--- src/rtl/uart_tx_engine.sv ---
module uart_tx_engine #(
  parameter int DW      = 8,
  parameter int DEPTH   = 4,
  parameter int BRK_LEN = 12
) (
  input  logic          clk,
  input  logic          rst_n,
  input  logic          baud_tick,
  input  logic          tx_en,
  input  logic          brk_set,
  input  logic          inv,
  input  logic [1:0]    irq_mode,
  input  logic          wr_en,
  input  logic [DW-1:0] wr_data,
  output logic          full,
  output logic          empty,
  output logic          brk_pend,
  output logic          txd,
  output logic          irq
);

  localparam int AW   = (DEPTH > 1) ? $clog2(DEPTH) : 1;
  localparam int CW   = $clog2(DEPTH + 1);
  localparam int DFRM = DW + 2;
  localparam int BFRM = BRK_LEN + 2;
  localparam int SW   = (DFRM > BFRM) ? DFRM : BFRM;
  localparam int NW   = $clog2(SW + 1);

  logic [DW-1:0] mem [DEPTH];
  logic [AW-1:0] wptr, rptr;
  logic [CW-1:0] cnt, cnt_n;
  logic          busy, busy_n, in_brk, brk_q, irq_q;
  logic [SW-1:0] sh, dfrm, bfrm;
  logic [NW-1:0] bits;

  logic wr_ok, last_bit, slot_free, ld_brk, ld_data, empty_n, ev;

  assign wr_ok     = tx_en && wr_en && (cnt != CW'(DEPTH));
  assign last_bit  = busy && baud_tick && (bits == NW'(1));
  assign slot_free = !busy || last_bit;
  assign ld_brk    = tx_en && baud_tick && slot_free && brk_q && !(busy && in_brk);
  assign ld_data   = tx_en && baud_tick && slot_free && !ld_brk && (cnt != '0);
  assign cnt_n     = tx_en ? (cnt + CW'(wr_ok) - CW'(ld_data)) : '0;
  assign busy_n    = tx_en && (ld_brk || ld_data || (busy && !last_bit));
  assign empty_n   = !busy_n && (cnt_n == '0);

  always_comb begin
    dfrm          = '1;
    dfrm[0]       = 1'b0;
    dfrm[DW:1]    = mem[rptr];
    bfrm          = '1;
    bfrm[BRK_LEN:0] = '0;
  end

  always_comb begin
    case (irq_mode)
      2'b00:   ev = ld_data;
      2'b10:   ev = ld_data && (cnt_n == '0);
      2'b01:   ev = tx_en && !empty && empty_n;
      default: ev = 1'b0;
    endcase
  end

  always_ff @(posedge clk) begin
    if (wr_ok) mem[wptr] <= wr_data;
  end

  always_ff @(posedge clk or negedge rst_n) begin
    if (!rst_n) begin
      wptr <= '0;
      rptr <= '0;
      cnt  <= '0;
    end else if (!tx_en) begin
      wptr <= '0;
      rptr <= '0;
      cnt  <= '0;
    end else begin
      cnt <= cnt_n;
      if (wr_ok)   wptr <= (wptr == AW'(DEPTH - 1)) ? '0 : wptr + AW'(1);
      if (ld_data) rptr <= (rptr == AW'(DEPTH - 1)) ? '0 : rptr + AW'(1);
    end
  end

  always_ff @(posedge clk or negedge rst_n) begin
    if (!rst_n) begin
      busy   <= 1'b0;
      in_brk <= 1'b0;
      sh     <= '1;
      bits   <= '0;
    end else begin
      busy <= busy_n;
      if (ld_brk) begin
        sh     <= bfrm;
        bits   <= NW'(BFRM);
        in_brk <= 1'b1;
      end else if (ld_data) begin
        sh     <= dfrm;
        bits   <= NW'(DFRM);
        in_brk <= 1'b0;
      end else if (busy && baud_tick) begin
        sh   <= {1'b1, sh[SW-1:1]};
        bits <= bits - NW'(1);
      end
    end
  end

  always_ff @(posedge clk or negedge rst_n) begin
    if (!rst_n)                brk_q <= 1'b0;
    else if (!tx_en)           brk_q <= 1'b0;
    else if (brk_set)          brk_q <= 1'b1;
    else if (last_bit && in_brk) brk_q <= 1'b0;
  end

  always_ff @(posedge clk or negedge rst_n) begin
    if (!rst_n) irq_q <= 1'b0;
    else        irq_q <= ev;
  end

  assign full     = (cnt == CW'(DEPTH));
  assign empty    = !busy && (cnt == '0);
  assign brk_pend = brk_q;
  assign irq      = irq_q;
  assign txd      = ((tx_en && busy) ? sh[0] : 1'b1) ^ inv;

  p_full_hold_r3: assert property (@(posedge clk) disable iff (!rst_n)
    (full && tx_en && !ld_data) |=> full);
  p_empty_idle_r4: assert property (@(posedge clk) disable iff (!rst_n)
    empty |-> (txd == !inv));
  p_brk_clear_r5: assert property (@(posedge clk) disable iff (!rst_n)
    $fell(brk_pend) |-> ($past(!tx_en) || $past(baud_tick)));
  p_off_idle_r7: assert property (@(posedge clk) disable iff (!rst_n)
    !tx_en |-> (txd == !inv));
  p_off_flush_r7: assert property (@(posedge clk) disable iff (!rst_n)
    !tx_en |=> (empty && !full && !brk_pend));
  p_irq_pulse_r11: assert property (@(posedge clk) disable iff (!rst_n)
    irq |=> !irq);
  p_irq_reserved_r11: assert property (@(posedge clk) disable iff (!rst_n)
    irq |-> ($past(irq_mode) != 2'b11));

endmodule

--- config.mk ---
export PLATFORM = sky130hd
export DESIGN_NAME = uart_tx_engine
export DESIGN_NICKNAME = d
export VERILOG_FILES = /design/src/rtl/uart_tx_engine.sv
export SDC_FILE = /design/constraint.sdc
export NUM_CORES = 1
export LEC_CHECK = 0
export BUFFER_PORTS_ARGS = -buffer_cell sky130_fd_sc_hd__clkbuf_2
export CAP_MARGIN = 20
export CELL_PAD_IN_SITES_DETAIL_PLACEMENT = 0
export CELL_PAD_IN_SITES_GLOBAL_PLACEMENT = 1
export CORE_ASPECT_RATIO = 1.75
export CORE_MARGIN = 2
export CORE_UTILIZATION = 45
export CTS_CLUSTER_DIAMETER = 40
export CTS_CLUSTER_SIZE = 20
export DETAILED_ROUTE_END_ITERATION = 16
export PLACE_DENSITY_LB_ADDON = 0.1
export SLEW_MARGIN = 25
export SYNTH_ARGS = -nofsm -noshare
export SYNTH_HDL_FRONTEND = slang
export SYNTH_SLANG_ARGS = --single-unit
export TNS_END_PERCENT = 30
--- constraint.sdc ---
create_clock -name clk -period 3.6 [get_ports clk]
set_input_delay 0.18 -clock clk [delete_from_list [all_inputs] [get_ports clk]]
set_output_delay 0.18 -clock clk [all_outputs]
set_load 0.01 [all_outputs]
==> results of run 1 <==
## per-layer routing
| layer | global-route usage, % | wire length [um] | up-vias | part of all wire [%] |
|---|---|---|---|---|
| li1 | - | - | 749 | - |
| met1 | 17.1 | 1850 | 789 | 38 |
| met2 | 30.1 | 2770 | 36 | 56 |
| met3 | 3.10 | 147 | 13 | 3.0 |
| met4 | 12.1 | 154 | 0 | 3.1 |
| met5 | 0 | 0 | - | 0 |
## synth_stat cells (all sizes together) (2+ instances only)
cell type,instances,area share (%)
nor2,15,2.0
dfrtp,15,13
nor3,2,0.36
mux2i,11,3.9
a21oi,5,1.0
mux4,8,6.4
and2,7,1.6
o2bb2ai,11,5.6
o31ai,2,0.53
inv,14,1.9
edfxtp,32,34
nor3b,3,0.98
nand2,7,0.93
ha,9,4.0
a221oi,3,1.8
dfstp,13,12
buf,7,1.7
xnor2,3,0.93
a21o,3,0.80
## kinds of logic after synthesis
family / count (synthesis) / synth area share (%)
AO/OA/AOI/OAI: 33 / 12.7
adder cells (fa/ha/maj): 10 / 4.71
flip-flops: 60 / 59.6
buffers and inverters: 21 / 3.60
multiplexers: 19 / 10.3
AND/OR/NAND/NOR: 40 / 7.29
XOR/XNOR: 4 / 1.78
## path summary, 6_finish.rpt
path	depth (start not counted)	start	end	slack [ns]
max in group asynchronous	2	rst_n	bits[2]	2.71
min reg2reg	2	sh[0]	sh[0]	0.48
min in group asynchronous	2	rst_n	brk_pend	0.42
max reg2reg	14	bits[1]	irq	0.71
min	1	wr_data[5]	mem[1][5]	0.05
max	14	bits[1]	irq	0.71
## what timing repair did
| item | in CTS | in global routing |
|---|---|---|
| hold endpoints to repair | 15 | 0 |
| hold buffers | 1 | 0 |
| endpoints found under the setup margin | 0 | 0 |
## registers in the layout, summed over array words and instances (netlist names)
name / cells
cnt: 3
busy: 1
irq: 1
wptr: 2
mem: 32
brk_pend: 1
sh: 13
bits: 4
rptr: 2
in_brk: 1
## worst max-delay path: stages, from the launching register on
cell,delay [ns]
sky130_fd_sc_hd__dfrtp_1,0.38
sky130_fd_sc_hd__inv_1,0.07
sky130_fd_sc_hd__ha_1,0.18
sky130_fd_sc_hd__nor3b_2,0.18
sky130_fd_sc_hd__o211ai_2,0.23
sky130_fd_sc_hd__inv_2,0.06
sky130_fd_sc_hd__ha_1,0.28
sky130_fd_sc_hd__inv_1,0.05
sky130_fd_sc_hd__ha_1,0.12
sky130_fd_sc_hd__inv_1,0.05
sky130_fd_sc_hd__fa_1,0.37
sky130_fd_sc_hd__xor3_1,0.20
sky130_fd_sc_hd__nor3b_1,0.26
sky130_fd_sc_hd__o2111ai_1,0.15
sky130_fd_sc_hd__o31ai_1,0.21
## layout make-up
class	instances	area (um^2)
Tap cell	80	100
Clock buffer	11	141
Sequential cell	60	1680
Inverter	14	52.6
Fill cell	525	2950
Timing Repair Buffer	23	123
Multi-Input combinational cell	106	1040
Clock inverter	5	52.6
## metrics by stage
step	setup slack (ns)	cell area, um^2
after floorplan	0.719	2820
after global placement	0.787	2980
after detailed placement	0.724	2980
after CTS	0.705	3180
after global routing	0.491	3180
final	0.710	3180
## power groups by stage
stage	sequential (mW)	clock [mW]	combinational [mW]
after detailed placement	1.00	0	0.454
after CTS	0.992	0.608	0.456
after global placement	0.995	0	0.437
after global routing	1.01	0.632	0.496
after floorplan	0.962	0	0.380
final	0.988	0.590	0.447
==> impl_results.html, run 1 <==
<table>
<tr><th>Metric</th><th>Value</th></tr>
<tr><th colspan="2">Outcome</th></tr>
<tr><td>Result of the run</td><td>finished, final reports clean</td></tr>
<tr><th colspan="2">Worst hold path</th></tr>
<tr><td>Worst min-delay path category</td><td>input pin to flip-flop</td></tr>
<tr><th colspan="2">STA</th></tr>
<tr><td>Fmax achieved</td><td>between 0.3 and 0.4 GHz</td></tr>
<tr><td>Number of hold violations in the final report</td><td>0</td></tr>
<tr><td>Headroom to the max-slew limit</td><td>approximately 42%</td></tr>
<tr><td>Setup Skew</td><td>about 0.0081 ns</td></tr>
<tr><td>Minimum period implied by the final worst setup slack</td><td>slightly below 3 ns</td></tr>
<tr><td>Slew Viols, Final</td><td>0</td></tr>
<tr><td>Unrepaired setup endpoints after global routing</td><td>no</td></tr>
<tr><td>Setup Viol. Count Final</td><td>0</td></tr>
<tr><td>Total negative setup slack</td><td>0 ns</td></tr>
<tr><td>Post-route clock period utilization</td><td>around 80%</td></tr>
<tr><td>Transition at the pin with the smallest max-transition slack</td><td>approximately 0.9 ns</td></tr>
<tr><td>WHS</td><td>0.0535 ns</td></tr>
<tr><th colspan="2">Cells and area</th></tr>
<tr><td>Net total in the final layout</td><td>241</td></tr>
<tr><td>Highest-count cells in the layout ignoring fill and taps</td><td>32 x sky130_fd_sc_hd__edfxtp_1, 21 x sky130_fd_sc_hd__clkbuf_2, 15 x sky130_fd_sc_hd__nor2_1, 15 x sky130_fd_sc_hd__dfrtp_1</td></tr>
<tr><td>Diode insertion count for antenna repair</td><td>0</td></tr>
<tr><td>Final Util</td><td>roughly half</td></tr>
<tr><td>Post-synthesis to final-layout area growth</td><td>13.1%</td></tr>
<tr><td>Post-route insts no fill</td><td>299</td></tr>
<tr><td>Most frequent standard cell in the layout excluding fill and tap cells</td><td>sky130_fd_sc_hd__edfxtp_1</td></tr>
<tr><td>Fraction of final layout cells with drive strength greater than 1</td><td>34.7%</td></tr>
<tr><th colspan="2">CTS</th></tr>
<tr><td>CTS tree</td><td>yes</td></tr>
<tr><td>Maximum count of clock buffers along a single path</td><td>2</td></tr>
<tr><td>H-tree depth</td><td>3</td></tr>
<tr><td>TritonCTS buffer count</td><td>9</td></tr>
<tr><td>Post-cts gate resize count</td><td>0</td></tr>
<tr><td>CTS root buf</td><td>sky130_fd_sc_hd__clkbuf_8</td></tr>
<tr><td>Number of setup buffers added after CTS</td><td>0</td></tr>
<tr><td>Clk Latency, worst-skew pair</td><td>between 0.3 and 0.4 ns</td></tr>
<tr><td>Sink count of the clock tree</td><td>60</td></tr>
<tr><td>Clk pin slew, worst setup/hold paths</td><td>roughly 0.070 ns</td></tr>
<tr><th colspan="2">Pwr</th></tr>
<tr><td>P_int</td><td>1.44 mW</td></tr>
<tr><td>Cell leakage power</td><td>approximately 1.2 nW</td></tr>
<tr><td>IR drop worst, VDD</td><td>between 0.0003 and 0.0004 V</td></tr>
<tr><td>Register share of total power</td><td>between 40 and 50%</td></tr>
<tr><td>Total power after layout</td><td>2.03 mW</td></tr>
<tr><td>Pwr/cell area</td><td>between 600 and 700 mW/mm^2</td></tr>
<tr><td>Switching portion of total power</td><td>between 20 and 30%</td></tr>
<tr><td>Clock share of power</td><td>roughly 29%</td></tr>
<tr><td>Fraction of power consumed by combinational cells</td><td>~22%</td></tr>
<tr><td>Switch Pwr</td><td>slightly below 0.6 mW</td></tr>
<tr><th colspan="2">Detailed routing</th></tr>
<tr><td>Drt first pass iters</td><td>4</td></tr>
<tr><td>First-iteration detailed-routing DRC count</td><td>68</td></tr>
<tr><td>Via count</td><td>about 1600</td></tr>
<tr><td>DRC errors left</td><td>0</td></tr>
<tr><td>Antenna Violating Nets Remaining</td><td>0</td></tr>
<tr><td>Post-detailed-route wirelength per cell</td><td>around 16 um</td></tr>
<tr><td>Routed vias/inst</td><td>5.31</td></tr>
<tr><td>Final wirelength</td><td>4920 um</td></tr>
<tr><th colspan="2">Synthesis</th></tr>
<tr><td>Fraction of registers with async set or reset after synthesis</td><td>a little under half</td></tr>
<tr><td>Post-synthesis sequential area ratio</td><td>between 50% and 60%</td></tr>
<tr><td>Area of the mapped netlist</td><td>roughly 0.0028 mm^2</td></tr>
<tr><td>Post-Syn Instances</td><td>187</td></tr>
<tr><td>Count of yosys warnings during synthesis</td><td>0</td></tr>
<tr><td>Number of flops mapped to enable cells by yosys</td><td>32</td></tr>
<tr><td>Top_reg_cell synth</td><td>sky130_fd_sc_hd__edfxtp_1</td></tr>
<tr><td>Avg Inst Size Synth</td><td>~15 um^2</td></tr>
<tr><td>Number of distinct library cells after synthesis</td><td>45</td></tr>
<tr><td>Post-synthesis net count</td><td>214</td></tr>
<tr><td>Post-synthesis sequential element count</td><td>60</td></tr>
<tr><th colspan="2">Floorplan</th></tr>
<tr><td>Die extent in x</td><td>around 64 um</td></tr>
<tr><td>FP Rows</td><td>38</td></tr>
<tr><td>Full die area</td><td>approximately 0.0069 mm^2</td></tr>
<tr><td>Core area</td><td>0.00613 mm^2</td></tr>
<tr><td>Die outline height</td><td>approximately 110 um</td></tr>
<tr><td>Initial cell density of the core</td><td>a little under half</td></tr>
<tr><td>I/O pin count</td><td>22</td></tr>
<tr><th colspan="2">Placed design</th></tr>
<tr><td>Number of cells after detailed placement</td><td>~280</td></tr>
<tr><td>Quantity of I/O buffers inserted on ports</td><td>21</td></tr>
<tr><td>Weighted congestion reported at the end of routability-driven placement</td><td>0.736</td></tr>
<tr><td>Total half-perimeter wirelength after legalization and detailed placement</td><td>around 3600 um</td></tr>
<tr><th colspan="2">Setup path</th></tr>
<tr><td>Worst setup path class</td><td>flip-flop to flip-flop</td></tr>
<tr><td>Worst-path fanout max</td><td>4</td></tr>
<tr><td>Startpoint kind of the worst setup timing path</td><td>flip-flop</td></tr>
<tr><td>Data arrival time of the worst path</td><td>3.14 ns</td></tr>
<tr><td>Required time at the endpoint of the critical path</td><td>3.85 ns</td></tr>
<tr><td>Crit end category</td><td>flip-flop</td></tr>
<tr><th colspan="2">GRT</th></tr>
<tr><td>Global-route usage over all layers</td><td>between 15 and 20%</td></tr>
<tr><td>Number of antenna violations at the first check in global routing</td><td>0</td></tr>
<tr><td>Global-route wire length before repair</td><td>roughly 8500 um</td></tr>
<tr><td>Pin count of the biggest net entering global routing</td><td>29</td></tr>
<tr><td>Global-route congestion overflow total</td><td>0</td></tr>
<tr><td>Vias in the first global route</td><td>roughly 1800</td></tr>
<tr><th colspan="2">Job</th></tr>
<tr><td># Max-Cap Violations</td><td>0</td></tr>
</table>
No activity file was read; power rests on OpenSTA's default activity.
==> run 2, diff against run 1 <==
Settings changed: ABC_AREA set to 1.
Clock period 3.6 ns to 2.9 ns, I/O delays scaled along.
==> impl_results.html, run 2 <==
<table>
<tr><th>Metric</th><th>Value</th></tr>
<tr><th colspan="2">Outcome</th></tr>
<tr><td>Result of the run</td><td>finished, final reports clean (unchanged)</td></tr>
<tr><th colspan="2">Synthesis</th></tr>
<tr><td>Count of yosys warnings during synthesis</td><td>0 (unchanged)</td></tr>
<tr><td>Library cell occupying the most area in the post-synthesis netlist</td><td>sky130_fd_sc_hd__edfxtp_1 (unchanged)</td></tr>
<tr><td>Number of distinct library cells after synthesis</td><td>30 (was 45)</td></tr>
<tr><td>Avg Inst Size Synth</td><td>8.73 um^2 (was 15.1 um^2)</td></tr>
<tr><td>Number of flops mapped to enable cells by yosys</td><td>32 (unchanged)</td></tr>
<tr><td>Post-synthesis net count</td><td>367 (was 214)</td></tr>
<tr><td>Most used standard cells in the synthesized netlist</td><td>123 x sky130_fd_sc_hd__nand2_1, 46 x sky130_fd_sc_hd__inv_1, 42 x sky130_fd_sc_hd__nor2_1 (was 32 x sky130_fd_sc_hd__edfxtp_1, 15 x sky130_fd_sc_hd__dfrtp_1, 15 x sky130_fd_sc_hd__nor2_1)</td></tr>
<tr><td>Fraction of registers with async set or reset after synthesis</td><td>46.7% (unchanged)</td></tr>
<tr><td>Biggest area contributors in the synthesized netlist</td><td>sky130_fd_sc_hd__edfxtp_1 32%, sky130_fd_sc_hd__nand2_1 16%, sky130_fd_sc_hd__dfrtp_1 13% (was sky130_fd_sc_hd__edfxtp_1 34%, sky130_fd_sc_hd__dfrtp_1 13%, sky130_fd_sc_hd__dfstp_2 12%)</td></tr>
<tr><td>Leading cell type by number of instances after synthesis</td><td>sky130_fd_sc_hd__nand2_1 (was sky130_fd_sc_hd__edfxtp_1)</td></tr>
<tr><td>Post-synthesis sequential element count</td><td>60 (unchanged)</td></tr>
<tr><td>Share of Yosys cell area claimed by the top area cell type</td><td>32.4% (was 34.1%)</td></tr>
<tr><td>Post-synthesis sequential area ratio</td><td>56.5% (was 59.6%)</td></tr>
<tr><td>Area of the mapped netlist</td><td>0.00297 mm^2 (was 0.00282 mm^2)</td></tr>
<tr><td>Post-Syn Instances</td><td>340 (was 187)</td></tr>
<tr><td>Top_reg_cell synth</td><td>sky130_fd_sc_hd__edfxtp_1 (unchanged)</td></tr>
<tr><th colspan="2">CTS</th></tr>
<tr><td>Maximum count of clock buffers along a single path</td><td>2 (unchanged)</td></tr>
<tr><td>TritonCTS buffer count</td><td>9 (unchanged)</td></tr>
<tr><td>Sink count of the clock tree</td><td>60 (unchanged)</td></tr>
<tr><td>Clk Latency, worst-skew pair</td><td>0.33 ns (was 0.34 ns)</td></tr>
<tr><td>H-tree depth</td><td>3 (unchanged)</td></tr>
<tr><td>Number of setup buffers added after CTS</td><td>0 (unchanged)</td></tr>
<tr><td>CTS tree</td><td>yes (unchanged)</td></tr>
<tr><td>Clk pin slew, worst setup/hold paths</td><td>0.05 ns (was 0.07 ns)</td></tr>
<tr><td>CTS root buf</td><td>sky130_fd_sc_hd__clkbuf_16 (was sky130_fd_sc_hd__clkbuf_8)</td></tr>
<tr><th colspan="2">GRT</th></tr>
<tr><td>Vias in the first global route</td><td>2220 (was 1769)</td></tr>
<tr><td>Pin count of the biggest net entering global routing</td><td>36 (was 29)</td></tr>
<tr><td>Global-route wire length before repair</td><td>10100 um (was 8490 um)</td></tr>
<tr><td>Global-route usage over all layers</td><td>18.5% (was 16.8%)</td></tr>
<tr><td>Global-route congestion overflow total</td><td>0 (unchanged)</td></tr>
<tr><td>Number of antenna violations at the first check in global routing</td><td>0 (unchanged)</td></tr>
<tr><th colspan="2">STA</th></tr>
<tr><td>Total negative setup slack</td><td>0 ns (unchanged)</td></tr>
<tr><td>Fmax achieved</td><td>0.384 GHz (was 0.346 GHz)</td></tr>
<tr><td>Setup Skew</td><td>0.00568 ns (was 0.00812 ns)</td></tr>
<tr><td>Slew Viols, Final</td><td>0 (unchanged)</td></tr>
<tr><td>Minimum period implied by the final worst setup slack</td><td>2.60 ns (was 2.89 ns)</td></tr>
<tr><td>WHS</td><td>0.0370 ns (was 0.0535 ns)</td></tr>
<tr><td>Unrepaired setup endpoints after global routing</td><td>no (unchanged)</td></tr>
<tr><td>Setup Viol. Count Final</td><td>0 (unchanged)</td></tr>
<tr><td>Post-route clock period utilization</td><td>89.7% (was 80.3%)</td></tr>
<tr><td>Headroom to the max-slew limit</td><td>44.7% (was 41.5%)</td></tr>
<tr><td>Setup slack of the critical path after layout</td><td>0.297 ns (was 0.710 ns)</td></tr>
<tr><td>Transition at the pin with the smallest max-transition slack</td><td>0.826 ns (was 0.877 ns)</td></tr>
<tr><td>Number of hold violations in the final report</td><td>0 (unchanged)</td></tr>
<tr><th colspan="2">Detailed routing</th></tr>
<tr><td>First-iteration detailed-routing DRC count</td><td>100 (was 68)</td></tr>
<tr><td>Routed vias/inst</td><td>4.77 (was 5.31)</td></tr>
<tr><td>Post-detailed-route wirelength per cell</td><td>12.9 um (was 16.5 um)</td></tr>
<tr><td>Final wirelength</td><td>5870 um (was 4920 um)</td></tr>
<tr><td>Antenna Violating Nets Remaining</td><td>0 (unchanged)</td></tr>
<tr><td>DRC errors left</td><td>0 (unchanged)</td></tr>
<tr><td>Via count</td><td>2161 (was 1587)</td></tr>
<tr><td>Drt first pass iters</td><td>4 (unchanged)</td></tr>
<tr><th colspan="2">Pwr</th></tr>
<tr><td>Cell leakage power</td><td>1.68 nW (was 1.21 nW)</td></tr>
<tr><td>IR drop worst, VDD</td><td>0.000484 V (was 0.000363 V)</td></tr>
<tr><td>Pwr/cell area</td><td>875 mW/mm^2 (was 636 mW/mm^2)</td></tr>
<tr><th colspan="2">Cells and area</th></tr>
<tr><td>Largest registers</td><td>mem x32, sh x13, bits x4 (unchanged)</td></tr>
<tr><td>Max reg flops</td><td>32 (unchanged)</td></tr>
<tr><td>Top reg by flops</td><td>mem (unchanged)</td></tr>
<tr><td>Fraction of final layout cells with drive strength greater than 1</td><td>16.4% (was 34.7%)</td></tr>
<tr><td>Highest-count cells in the layout ignoring fill and taps</td><td>123 x sky130_fd_sc_hd__nand2_1, 45 x sky130_fd_sc_hd__inv_1, 42 x sky130_fd_sc_hd__nor2_1, 32 x sky130_fd_sc_hd__edfxtp_1, 21 x sky130_fd_sc_hd__clkbuf_2 (was 32 x sky130_fd_sc_hd__edfxtp_1, 21 x sky130_fd_sc_hd__clkbuf_2, 15 x sky130_fd_sc_hd__nor2_1, 15 x sky130_fd_sc_hd__dfrtp_1)</td></tr>
<tr><td>Net total in the final layout</td><td>394 (was 241)</td></tr>
<tr><td>Post-route insts no fill</td><td>453 (was 299)</td></tr>
<tr><td>Post-synthesis to final-layout area growth</td><td>15.6% (was 13.1%)</td></tr>
<tr><td>Most frequent standard cell in the layout excluding fill and tap cells</td><td>sky130_fd_sc_hd__nand2_1 (was sky130_fd_sc_hd__edfxtp_1)</td></tr>
<tr><td>Diode insertion count for antenna repair</td><td>0 (unchanged)</td></tr>
<tr><th colspan="2">Worst hold path</th></tr>
<tr><td>Worst hold path stage count</td><td>3 (was 1)</td></tr>
<tr><td>Hold path startpoint</td><td>brk_set (was wr_data[5])</td></tr>
<tr><td>Min-Delay Endpoint</td><td>brk_pend (was mem[1][5])</td></tr>
<tr><td>Worst min-delay path category</td><td>input pin to flip-flop (unchanged)</td></tr>
<tr><th colspan="2">Setup path</th></tr>
<tr><td>Worst Reg-to-Reg Cells</td><td>17 (was 14)</td></tr>
<tr><td>Crit end category</td><td>flip-flop (unchanged)</td></tr>
<tr><td>Startpoint kind of the worst setup timing path</td><td>flip-flop (unchanged)</td></tr>
<tr><td>Launching point of the worst reg2reg path</td><td>cnt[1] (was bits[1])</td></tr>
<tr><td>Reg-to-reg endpoint</td><td>irq (unchanged)</td></tr>
<tr><td>Worst setup path class</td><td>flip-flop to flip-flop (unchanged)</td></tr>
<tr><td>Worst-path fanout max</td><td>9 (was 4)</td></tr>
<tr><td>Data arrival time of the worst path</td><td>2.85 ns (was 3.14 ns)</td></tr>
<tr><td>Minimum setup slack among reg-to-reg paths</td><td>0.30 ns (was 0.71 ns)</td></tr>
<tr><td>Required time at the endpoint of the critical path</td><td>3.14 ns (was 3.85 ns)</td></tr>
<tr><th colspan="2">Floorplan</th></tr>
<tr><td>Die extent in x</td><td>65.4 um (was 63.8 um)</td></tr>
<tr><td>I/O pin count</td><td>22 (unchanged)</td></tr>
<tr><td>Initial cell density of the core</td><td>46.1% (was 45.9%)</td></tr>
<tr><td>Core area</td><td>0.00644 mm^2 (was 0.00613 mm^2)</td></tr>
<tr><td>Full die area</td><td>0.00729 mm^2 (was 0.00693 mm^2)</td></tr>
<tr><td>Die outline height</td><td>111 um (was 109 um)</td></tr>
<tr><td>FP Rows</td><td>39 (was 38)</td></tr>
<tr><th colspan="2">Placed design</th></tr>
<tr><td>Total half-perimeter wirelength after legalization and detailed placement</td><td>4210 um (was 3600 um)</td></tr>
<tr><td>Weighted congestion reported at the end of routability-driven placement</td><td>0.783 (was 0.736)</td></tr>
<tr><td>Worst slack after detailed placement</td><td>0.264 ns (was 0.724 ns)</td></tr>
<tr><td>Quantity of I/O buffers inserted on ports</td><td>21 (unchanged)</td></tr>
<tr><td>Number of cells after detailed placement</td><td>437 (was 282)</td></tr>
<tr><th colspan="2">Job</th></tr>
<tr><td># Max-Cap Violations</td><td>0 (unchanged)</td></tr>
</table>
run 2: changes by cell type in the layout (fill, tap and decap cells not counted), moves of 10 or more:
cell                        previous run  this run
sky130_fd_sc_hd__clkbuf_8             10         0
sky130_fd_sc_hd__inv_1                13        45
sky130_fd_sc_hd__mux2i_1              11         0
sky130_fd_sc_hd__nand2_1               7       123
sky130_fd_sc_hd__nand3_1               1        11
sky130_fd_sc_hd__nor2_1               15        42
sky130_fd_sc_hd__o2bb2ai_2            10         0
run 2: power by group:
group | total [mW] | internal [mW] | switching, mW
sequential | 1.23 | 1.13 | 0.101
combinational | 0.775 | 0.271 | 0.504
clock | 0.994 | 0.651 | 0.343
run 2: logic make-up after synthesis:
kind of cell,share of synthesized area [%]
buffers and inverters,8.64
AND/OR/NAND/NOR,26.4
adder cells (fa/ha/maj),4.47
AO/OA/AOI/OAI,3.04
XOR/XNOR,0.885
flip-flops,56.5
run 2: how the worst max path moves through the flow:
stage / start / to / slack, ns / depth (start not counted)
3_5_place_dp: bits[1] / irq / 0.26 / 19
6_report: cnt[1] / irq / 0.30 / 17
2_1_floorplan: bits[1] / irq / 0.30 / 20
4_1_cts: bits[1] / irq / 0.25 / 19
5_1_grt: bits[1] / irq / 0.03 / 19
3_3_place_gp: bits[1] / irq / 0.36 / 19
run 2: worst max-delay path, stage by stage (launching register included):
cell and delay, ns:
sky130_fd_sc_hd__dfrtp_1 0.40, sky130_fd_sc_hd__inv_1 0.10, sky130_fd_sc_hd__nand3_1 0.17, sky130_fd_sc_hd__nand2_1 0.12
sky130_fd_sc_hd__inv_2 0.08, sky130_fd_sc_hd__nand3_2 0.09, sky130_fd_sc_hd__inv_2 0.05, sky130_fd_sc_hd__ha_1 0.27
sky130_fd_sc_hd__inv_1 0.05, sky130_fd_sc_hd__ha_1 0.13, sky130_fd_sc_hd__inv_1 0.05, sky130_fd_sc_hd__fa_1 0.50
sky130_fd_sc_hd__o21ai_1 0.08, sky130_fd_sc_hd__a21oi_1 0.16, sky130_fd_sc_hd__nand2_1 0.08, sky130_fd_sc_hd__nand2_1 0.06
sky130_fd_sc_hd__nand3_1 0.05, sky130_fd_sc_hd__o21ai_0 0.07
run 2: repair_timing:
action,in CTS,in global routing
setup endpoints to repair,0,1
hold buffers,1,0
gates resized for setup,0,3
endpoints found under the hold margin,15,0
run 2: per-stage QoR:
step	power [mW]	cell area [um^2]	util (%)
final	3.00	3430	53.3
after global routing	3.23	3430	53.3
after CTS	3.04	3430	53.2
after detailed placement	2.03	3140	48.8
after global placement	2.02	3140	48.8
after floorplan	1.82	2970	-
run 2: layout make-up:
class / count / area (um^2)
timing repair buffer: 28 / 160
clock inverter: 4 / 42.5
fill: 644 / 3010
sequential: 60 / 1680
clock buffer: 11 / 233
tap: 82 / 103
inverter: 48 / 180
multi-input combinational: 220 / 1030
run 2: per-layer routing:
layer	vias to the layer above	share of wire [%]	global-route usage (%)
li1	1120	-	-
met1	1014	40	19.7
met2	20	56	33.3
met3	7	2.4	4.95
met4	0	2.1	7.92
met5	-	0	0
